## src/rtl/port_change_irq_pkg.sv

```systemverilog
package port_change_irq_pkg;

  typedef enum logic {
    SEL_CFG  = 1'b0,
    SEL_MASK = 1'b1
  } regSel_e;

  typedef struct packed {
    logic loadSnap;
    logic loadMask;
  } dpStrobe_t;

endpackage

```

## src/rtl/port_change_irq_ctrl.sv

```systemverilog
module port_change_irq_ctrl
  import port_change_irq_pkg::*;
(
  input  logic      clk,
  input  logic      rstN,
  input  logic      regWrEn,
  input  logic      regRdEn,
  input  logic      regSel,
  input  logic      armBit,
  input  logic      hit,
  output dpStrobe_t strobe,
  output logic      armed,
  output logic      irqFlag,
  output logic      modeReg
);

  logic cfgWr;
  logic maskAcc;

  assign cfgWr   = regWrEn && (regSel == SEL_CFG);
  assign maskAcc = (regWrEn || regRdEn) && (regSel == SEL_MASK);

  always_comb begin
    strobe          = '0;
    strobe.loadSnap = cfgWr && armBit;
    strobe.loadMask = regWrEn && (regSel == SEL_MASK);
  end

  always_ff @(posedge clk or negedge rstN) begin
    if (!rstN) begin
      armed   <= 1'b0;
      irqFlag <= 1'b0;
      modeReg <= 1'b0;
    end else if (cfgWr) begin
      modeReg <= armBit;
      armed   <= armBit;
      if (armBit) irqFlag <= 1'b0;
    end else if (maskAcc) begin
      if (irqFlag) begin
        irqFlag <= 1'b0;
        armed   <= 1'b0;
      end
    end else if (armed && hit) begin
      irqFlag <= 1'b1;
    end
  end

endmodule

```

## src/rtl/port_change_irq_dp.sv

```systemverilog
module port_change_irq_dp
  import port_change_irq_pkg::*;
#(
  parameter int WATCH_W     = 7,
  parameter int SYNC_STAGES = 2
) (
  input  logic               clk,
  input  logic               rstN,
  input  logic [WATCH_W-1:0] portIn,
  input  dpStrobe_t          strobe,
  input  logic [WATCH_W-1:0] wrData,
  input  logic               rdSel,
  input  logic               irqFlag,
  input  logic               modeReg,
  output logic               hit,
  output logic [WATCH_W:0]   rdData
);

  logic [WATCH_W-1:0] syncStage [SYNC_STAGES];
  logic [WATCH_W-1:0] livePins;
  logic [WATCH_W-1:0] snapReg;
  logic [WATCH_W-1:0] maskReg;

  generate
    for (genvar s = 0; s < SYNC_STAGES; s++) begin : gSync
      if (s == 0) begin : gFirst
        always_ff @(posedge clk or negedge rstN) begin
          if (!rstN) syncStage[0] <= '0;
          else       syncStage[0] <= portIn;
        end
      end else begin : gNext
        always_ff @(posedge clk or negedge rstN) begin
          if (!rstN) syncStage[s] <= '0;
          else       syncStage[s] <= syncStage[s-1];
        end
      end
    end
  endgenerate

  assign livePins = syncStage[SYNC_STAGES-1];

  always_ff @(posedge clk or negedge rstN) begin
    if (!rstN) begin
      snapReg <= '0;
      maskReg <= '0;
    end else begin
      if (strobe.loadSnap) snapReg <= livePins;
      if (strobe.loadMask) maskReg <= wrData;
    end
  end

  assign hit = |((livePins ^ snapReg) & maskReg);

  always_comb begin
    if (rdSel == SEL_MASK) rdData = {irqFlag, maskReg};
    else                   rdData = {modeReg, {WATCH_W{1'b0}}};
  end

endmodule

```

## src/rtl/port_change_irq.sv

```systemverilog
module port_change_irq
  import port_change_irq_pkg::*;
#(
  parameter int WATCH_W     = 7,
  parameter int SYNC_STAGES = 2,
  localparam int DATA_W     = WATCH_W + 1
) (
  input  logic               clk,
  input  logic               rstN,
  input  logic [WATCH_W-1:0] portIn,
  input  logic               regWrEn,
  input  logic               regRdEn,
  input  logic               regSel,
  input  logic [DATA_W-1:0]  regWrData,
  output logic [DATA_W-1:0]  regRdData,
  input  logic               intPinEn,
  output logic               intPin
);

  dpStrobe_t         strobe;
  logic              hit;
  logic              armed;
  logic              irqFlag;
  logic              modeReg;
  logic [DATA_W-1:0] dpRdData;

  port_change_irq_ctrl i_ctrl (
    .clk     (clk),
    .rstN    (rstN),
    .regWrEn (regWrEn),
    .regRdEn (regRdEn),
    .regSel  (regSel),
    .armBit  (regWrData[DATA_W-1]),
    .hit     (hit),
    .strobe  (strobe),
    .armed   (armed),
    .irqFlag (irqFlag),
    .modeReg (modeReg)
  );

  port_change_irq_dp #(
    .WATCH_W     (WATCH_W),
    .SYNC_STAGES (SYNC_STAGES)
  ) i_dp (
    .clk     (clk),
    .rstN    (rstN),
    .portIn  (portIn),
    .strobe  (strobe),
    .wrData  (regWrData[WATCH_W-1:0]),
    .rdSel   (regSel),
    .irqFlag (irqFlag),
    .modeReg (modeReg),
    .hit     (hit),
    .rdData  (dpRdData)
  );

  assign regRdData = regRdEn ? dpRdData : '0;
  assign intPin    = irqFlag & intPinEn;

endmodule

```

## config.mk

```make
export PLATFORM = sky130hd
export DESIGN_NAME = port_change_irq
export DESIGN_NICKNAME = d
export VERILOG_FILES = /design/src/rtl/port_change_irq_pkg.sv /design/src/rtl/port_change_irq_ctrl.sv /design/src/rtl/port_change_irq_dp.sv /design/src/rtl/port_change_irq.sv
export SDC_FILE = /design/constraint.sdc
export NUM_CORES = 1
export LEC_CHECK = 0
export BUFFER_PORTS_ARGS = -buffer_cell sky130_fd_sc_hd__clkbuf_2
export CAP_MARGIN = 20
export CORE_ASPECT_RATIO = 0.6
export CORE_UTILIZATION = 46
export DETAILED_ROUTE_END_ITERATION = 16
export PLACE_DENSITY = 0.78
export SLEW_MARGIN = 20
export SYNTH_ARGS = -nofsm -noshare
export SYNTH_HDL_FRONTEND = slang
export SYNTH_SLANG_ARGS = --single-unit
export TNS_END_PERCENT = 30
```

## constraint.sdc

```tcl
create_clock -name clk -period 1.2 [get_ports clk]
set_clock_uncertainty 0.2 [all_clocks]
set_input_delay 0.18 -clock clk [delete_from_list [all_inputs] [get_ports clk]]
set_output_delay 0.18 -clock clk [all_outputs]
set_load 0.005 [all_outputs]
```

Word level (Yosys, flattened, before mapping)
Index checks and enable logic that the tools add are counted.

storage, ports and cells
  input port bits = 21
  register bits = 31
  output and inout port bits = 9

operators by class
  bitwise logic cells = 4
  equality and inequality tests = 1
  reduce and logical (&&, ||, !) cells = 12
  mux-type cells = 9

operators with widths
  operator                              number
  8-bit two-way mux                     2
  7-bit bitwise AND                     1
  1-bit two-way mux                     7
  7-bit OR reduction                    1
  7-bit XOR                             1
  1-bit logical AND                     5
  2-bit AND reduction                   2
  2-bit nonzero test                    2
  3-bit nonzero test                    1
  2-bit != test, second input constant  1
  1-bit bitwise AND                     1
  1-bit logical OR                      1
  1-bit NOT                             1

Depth between registers and ports, before layout
Gate-level depths: netlist of run 1.

  word-level depth = 7
  gate-level depth with buffers = 4
  depth with buffers taken out = 4

Cells and area by module
From an unflattened synthesis of run 1, not the netlist that was laid out.

unflattened totals
  cell total of the unflattened synthesis = 88
  area, all modules = 1,228.7 µm²

by module, submodules not included
  module                cells an instance  instances  area each (µm²)  sequential area each (µm²)
  port_change_irq_dp    63                 1          1,014.7          700.7
  port_change_irq_ctrl  16                 1          157.7            75.1
  port_change_irq       9                  1          56.3             0.0

Worst setup path before layout of run 1
Ideal clock, no wire load.

  path type = reg2reg
  from = register i_dp.snapReg[3]
  to = register i_ctrl.irqFlag
  setup slack = -0.018 ns
  period minus slack after synthesis = 1.218 ns
  buffers on the path = 0
  cell stages (with the launch flop) = 5
  arrival time = 0.896 ns
  library setup time = 0.122 ns
  data required time = 0.878 ns
  cells stage by stage = dfrtp_1 xor2_1 a22oi_1 nand4_1 o2111a_1

between the ends
  cells in the longest elaborated chain, start to end = 6

RTL lines
  what                           RTL line                    RTL
  start, declared                port_change_irq_dp.sv:21    logic [WATCH_W-1:0] snapReg;
  start signal, assigned         port_change_irq_dp.sv:47    if (strobe.loadSnap) snapReg <= livePins;
  7-bit XOR                      port_change_irq_dp.sv:52    assign hit = |((livePins ^ snapReg) & maskReg);
  7-bit bitwise AND              port_change_irq_dp.sv:52
  7-bit OR reduction             port_change_irq_dp.sv:52
  1-bit logical AND              port_change_irq_ctrl.sv:43  end else if (armed && hit) begin
  3-bit nonzero test (no line)   --
  2-bit AND reduction (no line)  --
  end signal, assigned           port_change_irq_ctrl.sv:37  if (armBit) irqFlag <= 1'b0;
  end signal, assigned           port_change_irq_ctrl.sv:40  irqFlag <= 1'b0;
  end signal, assigned           port_change_irq_ctrl.sv:44  irqFlag <= 1'b1;
  end, declared                  port_change_irq_ctrl.sv:13  output logic irqFlag,

No other way between the ends.
A chain may end at the register's enable or synchronous reset.

Worst setup path after layout of run 1
  from = register i_ctrl.irqFlag
  to = output regRdData[7]

between the ends
  cells in the longest elaborated chain, start to end = 2

RTL lines
  what                    RTL line                    RTL
  start signal, assigned  port_change_irq_ctrl.sv:32  irqFlag <= 1'b0;
  start signal, assigned  port_change_irq_ctrl.sv:37
  start signal, assigned  port_change_irq_ctrl.sv:40
  8-bit two-way mux       port_change_irq_dp.sv:55    if (rdSel == SEL_MASK) rdData = {irqFlag, maskReg};
  8-bit two-way mux       port_change_irq.sv:57       assign regRdData = regRdEn ? dpRdData : '0;
  end, declared           port_change_irq.sv:15       output logic [DATA_W-1:0] regRdData,

No other way between the ends.

==> results_dict.tcl, run 1 <==
set metrics [dict create \
    crit_start "i_ctrl.irqFlag" \
    fin_cells 169 \
    hold_path_depth 4 \
    r2r_start "i_dp.snapReg[1]" \
    grt_use_total_pct 19.47 \
    synthToLayoutAreaGrowth_pct 39.08 \
    final_cell_area_mm2 0.001665 \
    syn_inst 82 \
    place_congestion 0.7708 \
    total_power_mw 2.437 \
    finalSetupTns_ns -1.249 \
    max_slew.worst_pin.slew_ns 0.3747 \
    timing.final.ws_setup_ns -0.1815 \
    hold_end "i_ctrl.modeReg" \
    synth-seq-cells 31 \
    cts_tree "built" \
    dp_cells 143 \
    drt-met1-wl_mm 1.069 \
    cts.sinks 31 \
    synth-simple-area-share_pct 8.046 \
    syn_nets 103 \
    clk_path_buf_depth 2 \
    crit_slowest_cell "dfrtp_1" \
    grt_pass1_vias 829 \
    fmax_mhz 723.9 \
    drc 0 \
    rows 13 \
    power_density_mw_per_mm2 1464 \
    path_clk_slew_ns 0.06 \
    utilization_pct 72.10 \
    n_fill_cell 158 \
    dr_wl_met2_mm 1.135 \
    dieArea_mm2 0.002818 \
    period_share_pct 115.1 \
    vdd_drop_max_v 0.001144 \
    cap_violations 0 \
    grt_overflow_total 0 \
    place_ws_ns -0.09627 \
    placed_area_mm2 0.001399 \
    ys_warn_count 0 \
    synth.distinct_cells 19 \
    via_per_inst 5.024 \
    num_antenna_cells 0 \
    reg2reg_slack_ns -0.12 \
    period_needed_ns 1.381 \
    drt_iter0_markers 32 \
    ff2ff_path_depth 4 \
    drive_above_1_share_pct 44.60 \
    path_cells "mux2i_1, nor2b_1, clkbuf_2" \
    h-tree-depth 2 \
    initial_core_util_pct 51.84 \
    criticalPathCategory "flip-flop to output port" \
    report.final.slew_viol_count 0 \
    synthAdderAreaFrac_pct 0 \
    setup_violations 10 \
    synth_top_family_by_area "multiplexers" \
    run_status "complete, but fails checks" \
    io_pins 30 \
    hold_path.class "input port to flip-flop" \
    p_leak_nw 0.8251 \
    slowest_delay_ns 0.41 \
    endpoint_kind "output port" \
    routedWlPerCell_um 14.13 \
    crit_fanout 3 \
    start_kind "flip-flop" \
    synth-compound-area-share_pct 5.643 \
    wl_met3_um 153 \
    muxShareOfSynthArea_pct 14.84 \
    antenna_found_initial 0 \
    insertion_delay_ns 0.28 \
    numPortBuffers 29 \
    first_pass_iters 4 \
    yosysSeqAreaShare_pct 64.79 \
    rr_endpoint "i_ctrl.irqFlag" \
    hold_violations 0 \
    avgSynthCellArea_um2 14.60 \
    min_from "regWrEn" \
    grt_pass1_wl_mm 3.836 \
    cts_root_buf "clkbuf_8" \
    coreArea_mm2 0.002310 \
    critPathArrivalTime_ns 1.00 \
    dp_hpwl_mm 1.570 \
    cts_buffers 5 \
    rsz0062_at_grt "true" \
    wl_mm 2.388 \
    slew_headroom_pct 75.02 \
    timing.hold.ws_ns 0.04451 \
    grt_start_max_net_pins 32 \
    ant_nets 0 \
    num_vias 849 \
    synth_xor_area_share_pct 5.120 \
    highest_layer "met4" \
    nNetsFinal 159 \
    failed_checks "setup timing" \
    netlist_area_mm2 0.001197 \
    die_h_um 41.52 \
    worstPathRequired_ns 0.82 \
    die_w_um 67.87 \
]
critical path, delay by kind of cell (launching register included):
kind | cells | cell delay (ns)
muxes | 1 | 0.15
and+or+nand+nor | 1 | 0.06
DFF | 1 | 0.41
buffers and inverters | 1 | 0.11
layer usage:
metal	vias to the layer above	global-route usage [%]
met4	0	7.500
met2	28	29.50
met3	4	7.692
met5	-	0
met1	414	25.05
li1	403	-
worst max path at each step:
stage | to | slack [ns] | cells past startpoint
5_1_grt | regRdData[7] | -0.23 | 3
6_report | regRdData[7] | -0.18 | 3
3_3_place_gp | i_ctrl.irqFlag | -0.05 | 4
3_5_place_dp | i_ctrl.irqFlag | -0.1 | 4
2_1_floorplan | i_ctrl.irqFlag | -0.002 | 4
4_1_cts | regRdData[7] | -0.19 | 3
report_power, final:
part	internal, mW	switching (mW)	total, mW
logic	0.234	0.163	0.398
clock network	0.402	0.392	0.794
registers	1.17	0.0802	1.25
Yosys cell counts:
| library cell | count | area [um2] |
|---|---|---|
| dfrtp_1 | 31 | 775.7 |
| mux2_2 | 14 | 157.7 |
| and3_1 | 7 | 43.79 |
| xor2_1 | 7 | 61.31 |
| o21ai_0 | 4 | 20.02 |
| a22oi_1 | 3 | 22.52 |
| inv_1 | 2 | 7.510 |
| mux2i_1 | 2 | 20.02 |
| nand2_1 | 2 | 7.510 |
| a21oi_1 | 1 | 5.000 |
| and2_1 | 1 | 6.260 |
| buf_4 | 1 | 7.510 |
| clkbuf_1 | 1 | 3.750 |
| nand2_2 | 1 | 6.260 |
| nand3b_4 | 1 | 20.02 |
| nand4_1 | 1 | 6.260 |
| nor2b_1 | 1 | 6.260 |
| o2111a_1 | 1 | 11.26 |
| o2bb2ai_1 | 1 | 8.760 |
placed cells by master, fill, tap and decap left out, drive strengths merged, types with 2 or more instances in the layout:
cell type / netlist / layout
a22oi: 3 / 3
clkinvlp: 0 / 2
o21ai: 4 / 4
dfrtp: 31 / 31
and3: 7 / 7
clkbuf: 1 / 34
mux2i: 2 / 2
nand2: 3 / 3
inv: 2 / 2
mux2: 14 / 14
dlygate4sd3: 0 / 15
xor2: 7 / 7
buf: 1 / 7
timing repair:
action,in CTS,in global routing
resized for setup,0,3
hold buffers,15,0
endpoints found under the hold margin,45,0
buffers inserted,2,1
endpoints found under the setup margin,10,11
pin swaps,8,5
cloned,0,0
sequential cells by signal, summed over array words and instances (netlist names):
signal / flops
i_dp.maskReg: 7
i_ctrl.irqFlag: 1
i_dp.syncStage: 7
i_ctrl.armed: 1
i_dp.snapReg: 7
i_dp.livePins: 7
i_ctrl.modeReg: 1
cell families after synthesis:
family | after synthesis
mux | 16
flops | 31
xor+xnor | 7
simple gates | 14
buf+inv | 4
compound gates | 10
area by class of cell:
type	instances	area, um2	area share [%]
Sequential cell	31	775.7	46.58
Multi-Input combinational cell	47	407.9	24.49
Timing Repair Buffer	51	347.8	20.89
Clock buffer	5	68.82	4.132
Tap cell	30	37.54	2.254
Clock inverter	3	20.02	1.202
Inverter	2	7.507	0.4508
No activity file was read; power rests on OpenSTA's default activity.
==> inputs of run 2 (changes only) <==
- ABC_AREA: unset -> 1
==> results_dict.tcl, run 2 <==
set metrics [dict create \
    synth.distinct_cells 13 \
    p_sw_mw 0.6001 \
    syn_nets 157 \
    period_needed_ns 1.416 \
    clkPwrFrac_pct 30.3 \
    critPathArrivalTime_ns 1.04 \
    vdd_drop_max_v 0.0008750 \
    netlist_area_mm2 0.001246 \
    place_ws_ns -0.03385 \
    synthTopCellsByArea "dfrtp_1, nand2_1, inv_1" \
    ys_warn_count 0 \
    cap_violations 0 \
    antenna_found_initial 0 \
    hold_violations 0 \
    initial_core_util_pct 49.06 \
    first_pass_iters 4 \
    setup_violations 10 \
    ant_nets 0 \
    syn_inst 136 \
    max_slew.worst_pin.slew_ns 0.3988 \
    yosysTopAreaCellShare_pct 62.25 \
    synth-seq-cells 31 \
    dp_hpwl_mm 1.744 \
    cts_buffers 5 \
    num_antenna_cells 0 \
    comb_power_share_pct 18.2 \
    place_congestion 0.7541 \
    yosysSeqAreaShare_pct 62.25 \
    grt_pass1_wl_mm 4.174 \
    numPortBuffers 29 \
    synthTopCellsByCount "nand2_1, dfrtp_1, inv_1, nor2_1, a21oi_1" \
    p_int_mw 1.762 \
    yosysMostFrequentCell "nand2_1" \
    via_per_inst 4.593 \
    p_leak_nw 0.9965 \
    synthToLayoutAreaGrowth_pct 45.28 \
    drt_iter0_markers 40 \
    io_pins 30 \
    synth_ff_type "dfrtp_1" \
    grt_use_total_pct 19.02 \
    nNetsFinal 226 \
    hold_path.class "input port to flip-flop" \
    timing.final.ws_setup_ns -0.2159 \
    clk_path_buf_depth 2 \
    power_density_mw_per_mm2 1305 \
    worstPathRequired_ns 0.82 \
    slew_headroom_pct 73.35 \
    p_seq_share_pct 51.5 \
    start_kind "flip-flop" \
    grt_overflow_total 0 \
    mostFrequentLayoutCells "nand2_1, dfrtp_1, clkbuf_2" \
    avgSynthCellArea_um2 9.163 \
    grt_start_max_net_pins 20 \
    wl_mm 2.519 \
    cts_root_buf "clkbuf_8" \
    failed_checks "setup timing" \
    ys_async_sr_fraction_pct 100.0 \
    endpoint_kind "output port" \
    rsz0062_at_grt "true" \
    h-tree-depth 2 \
    synth_top_area_cell "dfrtp_1" \
    insertion_delay_ns 0.27 \
    die_h_um 42.32 \
    report.final.slew_viol_count 0 \
    drive_above_1_share_pct 33.33 \
    coreArea_mm2 0.002540 \
    final_common_cell "nand2_1" \
    drc 0 \
    path_clk_slew_ns 0.06 \
    routedWlPerCell_um 10.67 \
    synth_edf_count 0 \
    run_status "complete, but fails checks" \
    dieArea_mm2 0.002928 \
    rows 14 \
    swShare_pct 25.40 \
    total_power_mw 2.362 \
    grt_pass1_vias 1067 \
    cts_tree "built" \
    criticalPathCategory "flip-flop to output port" \
    cts.sinks 31 \
    die_w_um 69.20 \
    fmax_mhz 706.2 \
    utilization_pct 71.28 \
    crit_fanout 2 \
    num_vias 1084 \
    period_share_pct 118.0 \
]
==> run 2: cell types whose count changed after synthesis, sizes merged, moves of 7 or more <==
cell	change
nand2	+32
and3	-7
a21oi	+7
xor2	-7
mux2	-13
inv	+22
nand3	+7
nor2	+20
==> run 2: final timing paths <==
check	to	start	slack (ns)	cells after the start
worst min register to register	i_dp.livePins[2]	i_dp.syncStage[9]	0.15	0
worst max register to register	i_ctrl.irqFlag	i_dp.maskReg[3]	-0.03	7
worst min-delay path	i_ctrl.modeReg	regWrEn	0.04	4
max in group asynchronous	i_dp.snapReg[6]	rstN	0.23	3
min in group asynchronous	i_dp.snapReg[0]	rstN	0.15	2
worst max-delay path	regRdData[7]	i_ctrl.irqFlag	-0.22	5
==> run 2: cells by family (layout without fill, tap and decap cells) <==
logic type | count (synthesis) | in the layout | share of synthesized area (%)
AND/OR/NAND/NOR | 62 | 62 | 19.58
AO/OA/AOI/OAI | 16 | 16 | 8.434
flip-flops | 31 | 31 | 62.25
buffers and inverters | 26 | 94 | 8.534
multiplexers | 1 | 1 | 1.204
==> run 2: layout make-up <==
class,instances,area [um2]
Sequential cell,31,775.7
Timing Repair Buffer,64,460.4
Fill cell,196,729.5
Multi-Input combinational cell,79,371.6
Inverter,24,90.09
Tap cell,32,40.04
Clock buffer,6,72.57
==> run 2: worst max-delay path, stage by stage (launching register included) <==
cell      delay [ns]
dfrtp_1         0.39
inv_2           0.07
nand2_2         0.06
o211ai_1        0.08
inv_1           0.06
clkbuf_2        0.10
==> run 2: repair_timing <==
action / in CTS / in global routing
pin swaps: 7 / 3
endpoints found under the setup margin: 10 / 10
endpoints found under the hold margin: 46 / 0
hold buffers: 16 / 0
buffers inserted: 3 / 4
resized for setup: 1 / 6
==> run 2: routing by layer <==
| layer | GRT usage, % | vias up | share of wire [%] | wire, um |
|---|---|---|---|---|
| met4 | 8.571 | 0 | 1.3 | 34 |
| met5 | 0 | - | 0 | 0 |
| met1 | 21.74 | 498 | 45 | 1131 |
| met2 | 32.43 | 34 | 48 | 1213 |
| met3 | 6.971 | 6 | 5.5 | 139 |
| li1 | - | 546 | - | - |
==> run 2: stage by stage <==
stage,setup TNS (ns),std cells,hold WS (ns),area (um2)
final,-0.7220,236,0.04060,1810
after global routing,-1.345,236,0.06259,1810
after CTS,-0.8130,232,0.02991,1773
after detailed placement,-0.1866,207,-0.08587,1518
after global placement,0,207,-0.09533,1518
after floorplan,0,136,-0.3156,1246
==> run 2: power groups by stage <==
stage | logic [mW] | clock network [mW] | registers, mW
2_1_floorplan | 0.206 | 0 | 1.21
3_3_place_gp | 0.332 | 0 | 1.22
3_5_place_dp | 0.348 | 0 | 1.23
4_1_cts | 0.407 | 0.741 | 1.21
5_1_grt | 0.484 | 0.792 | 1.23
6_report | 0.430 | 0.716 | 1.22
==> inputs of run 3 (changes only) <==
- CORE_UTILIZATION: 46 -> 51
- PLACE_DENSITY: 0.78 -> 0.82
- clock period: 1.2 -> 1.48 ns (I/O delays scaled with it)
==> results_dict.tcl, run 3 (synthesis results as in run 2) <==
set metrics [dict create \
    dp_hpwl_mm 1.876 \
    rows 13 \
    timing.hold.ws_ns 0.007793 \
    power_density_mw_per_mm2 1129 \
    coreArea_mm2 0.002228 \
    num_vias 1059 \
    routedWlPerCell_um 13.14 \
    utilization_pct 75.29 \
    antenna_found_initial 0 \
    timing.final.ws_setup_ns -0.005280 \
    clk_path_buf_depth 2 \
    cap_violations 0 \
    run_status "complete, but fails checks" \
    die_w_um 65.82 \
    worstPathRequired_ns 1.06 \
    cts_root_buf "clkbuf_8" \
    drt_iter0_markers 39 \
    fmax_mhz 673.3 \
    rsz0062_at_grt "true" \
    path_clk_slew_ns 0.06 \
    place_congestion 0.6955 \
    period_needed_ns 1.485 \
    die_h_um 40.29 \
    report.final.slew_viol_count 0 \
    synthToLayoutAreaGrowth_pct 34.64 \
    insertion_delay_ns 0.28 \
    grt_use_total_pct 24.72 \
    place_ws_ns 0.1446 \
    initial_core_util_pct 55.92 \
    cts.sinks 31 \
    mostFrequentLayoutCells "nand2_1, dfrtp_1, clkbuf_2" \
    num_antenna_cells 0 \
    wl_mm 2.852 \
    slew_headroom_pct 63.92 \
    first_pass_iters 4 \
    period_share_pct 100.4 \
    critPathArrivalTime_ns 1.06 \
    hold_violations 0 \
    grt_pass1_vias 1040 \
    fin_cells 217 \
    crit_fanout 2 \
    vdd_drop_max_v 0.0007250 \
    nNetsFinal 209 \
    dp_cells 195 \
    max_slew.worst_pin.slew_ns 0.5400 \
    setup_violations 1 \
    ant_nets 0 \
    dieArea_mm2 0.002652 \
    numPortBuffers 29 \
    start_kind "flip-flop" \
    grt_pass1_wl_mm 4.284 \
    cts_tree "built" \
    failed_checks "setup timing" \
    drive_above_1_share_pct 26.74 \
    grt_start_max_net_pins 18 \
    drc 0 \
    cts_buffers 5 \
    final_common_cell "nand2_1" \
    endpoint_kind "output port" \
    h-tree-depth 2 \
    hold_path.class "input port to flip-flop" \
    io_pins 30 \
    p_leak_nw 0.9336 \
    criticalPathCategory "flip-flop to output port" \
    via_per_inst 4.880 \
    grt_overflow_total 0 \
]
run 3: cell types whose count changed in the layout (fill, tap and decap cells not counted), sizes merged:
cell	delta
buf	-13
dlygate4sd3	-4
run 3: area by class of cell:
class                           count  area, um2
Fill cell                         145      550.5
Timing Repair Buffer               47      335.3
Tap cell                           30      37.54
Clock buffer                        6      72.57
Multi-Input combinational cell     79      366.6
Sequential cell                    31      775.7
Inverter                           24      90.09
run 3: path summary, 6_finish.rpt:
path,from,slack [ns],to,cells past startpoint
worst max-delay path,i_ctrl.irqFlag,-0.005,regRdData[7],5
min in group asynchronous,rstN,0.20,i_dp.snapReg[4],2
worst min register to register,i_dp.syncStage[9],0.15,i_dp.livePins[2],0
max in group asynchronous,rstN,0.45,i_dp.syncStage[13],3
worst max register to register,i_dp.livePins[2],0.11,i_ctrl.irqFlag,8
worst min-delay path,regWrData[2],0.008,i_dp.maskReg[2],3
run 3: per-layer routing:
| layer | GRT usage, % | share of wire [%] | up-vias | wire (um) |
|---|---|---|---|---|
| li1 | - | - | 512 | - |
| met1 | 25.69 | 39 | 493 | 1117 |
| met2 | 41.33 | 50 | 36 | 1416 |
| met3 | 8.807 | 5.2 | 18 | 149 |
| met4 | 23.37 | 5.9 | 0 | 169 |
| met5 | 0 | 0 | - | 0 |
run 3: where the power goes:
group | switching, mW | internal (mW) | total (mW)
registers | 0.0529 | 0.933 | 0.986
logic | 0.168 | 0.149 | 0.317
clock network | 0.279 | 0.312 | 0.591
run 3: worst max-delay path, cell delays in order, from the launching register on:
cell	delay (ns)
dfrtp_1	0.39
inv_2	0.07
nand2_2	0.05
o211ai_1	0.09
inv_1	0.07
clkbuf_2	0.11
run 3: what timing repair did:
| item | CTS | global route |
|---|---|---|
| buffers inserted | 1 | 3 |
| hold buffers | 12 | 0 |
| gates resized for setup | 2 | 0 |
| pin swaps | 1 | 1 |
| endpoints found under the setup margin | 1 | 1 |
| endpoints found under the hold margin | 42 | 0 |
run 3: through the flow:
step                      instance area (um2)  total power, mW  setup TNS [ns]
after floorplan                          1246            1.150               0
after global placement                   1453            1.242               0
after detailed placement                 1453            1.271               0
after CTS                                1655            1.889        -0.01843
after global routing                     1678            1.988        -0.06881
final                                    1678            1.894       -0.005280
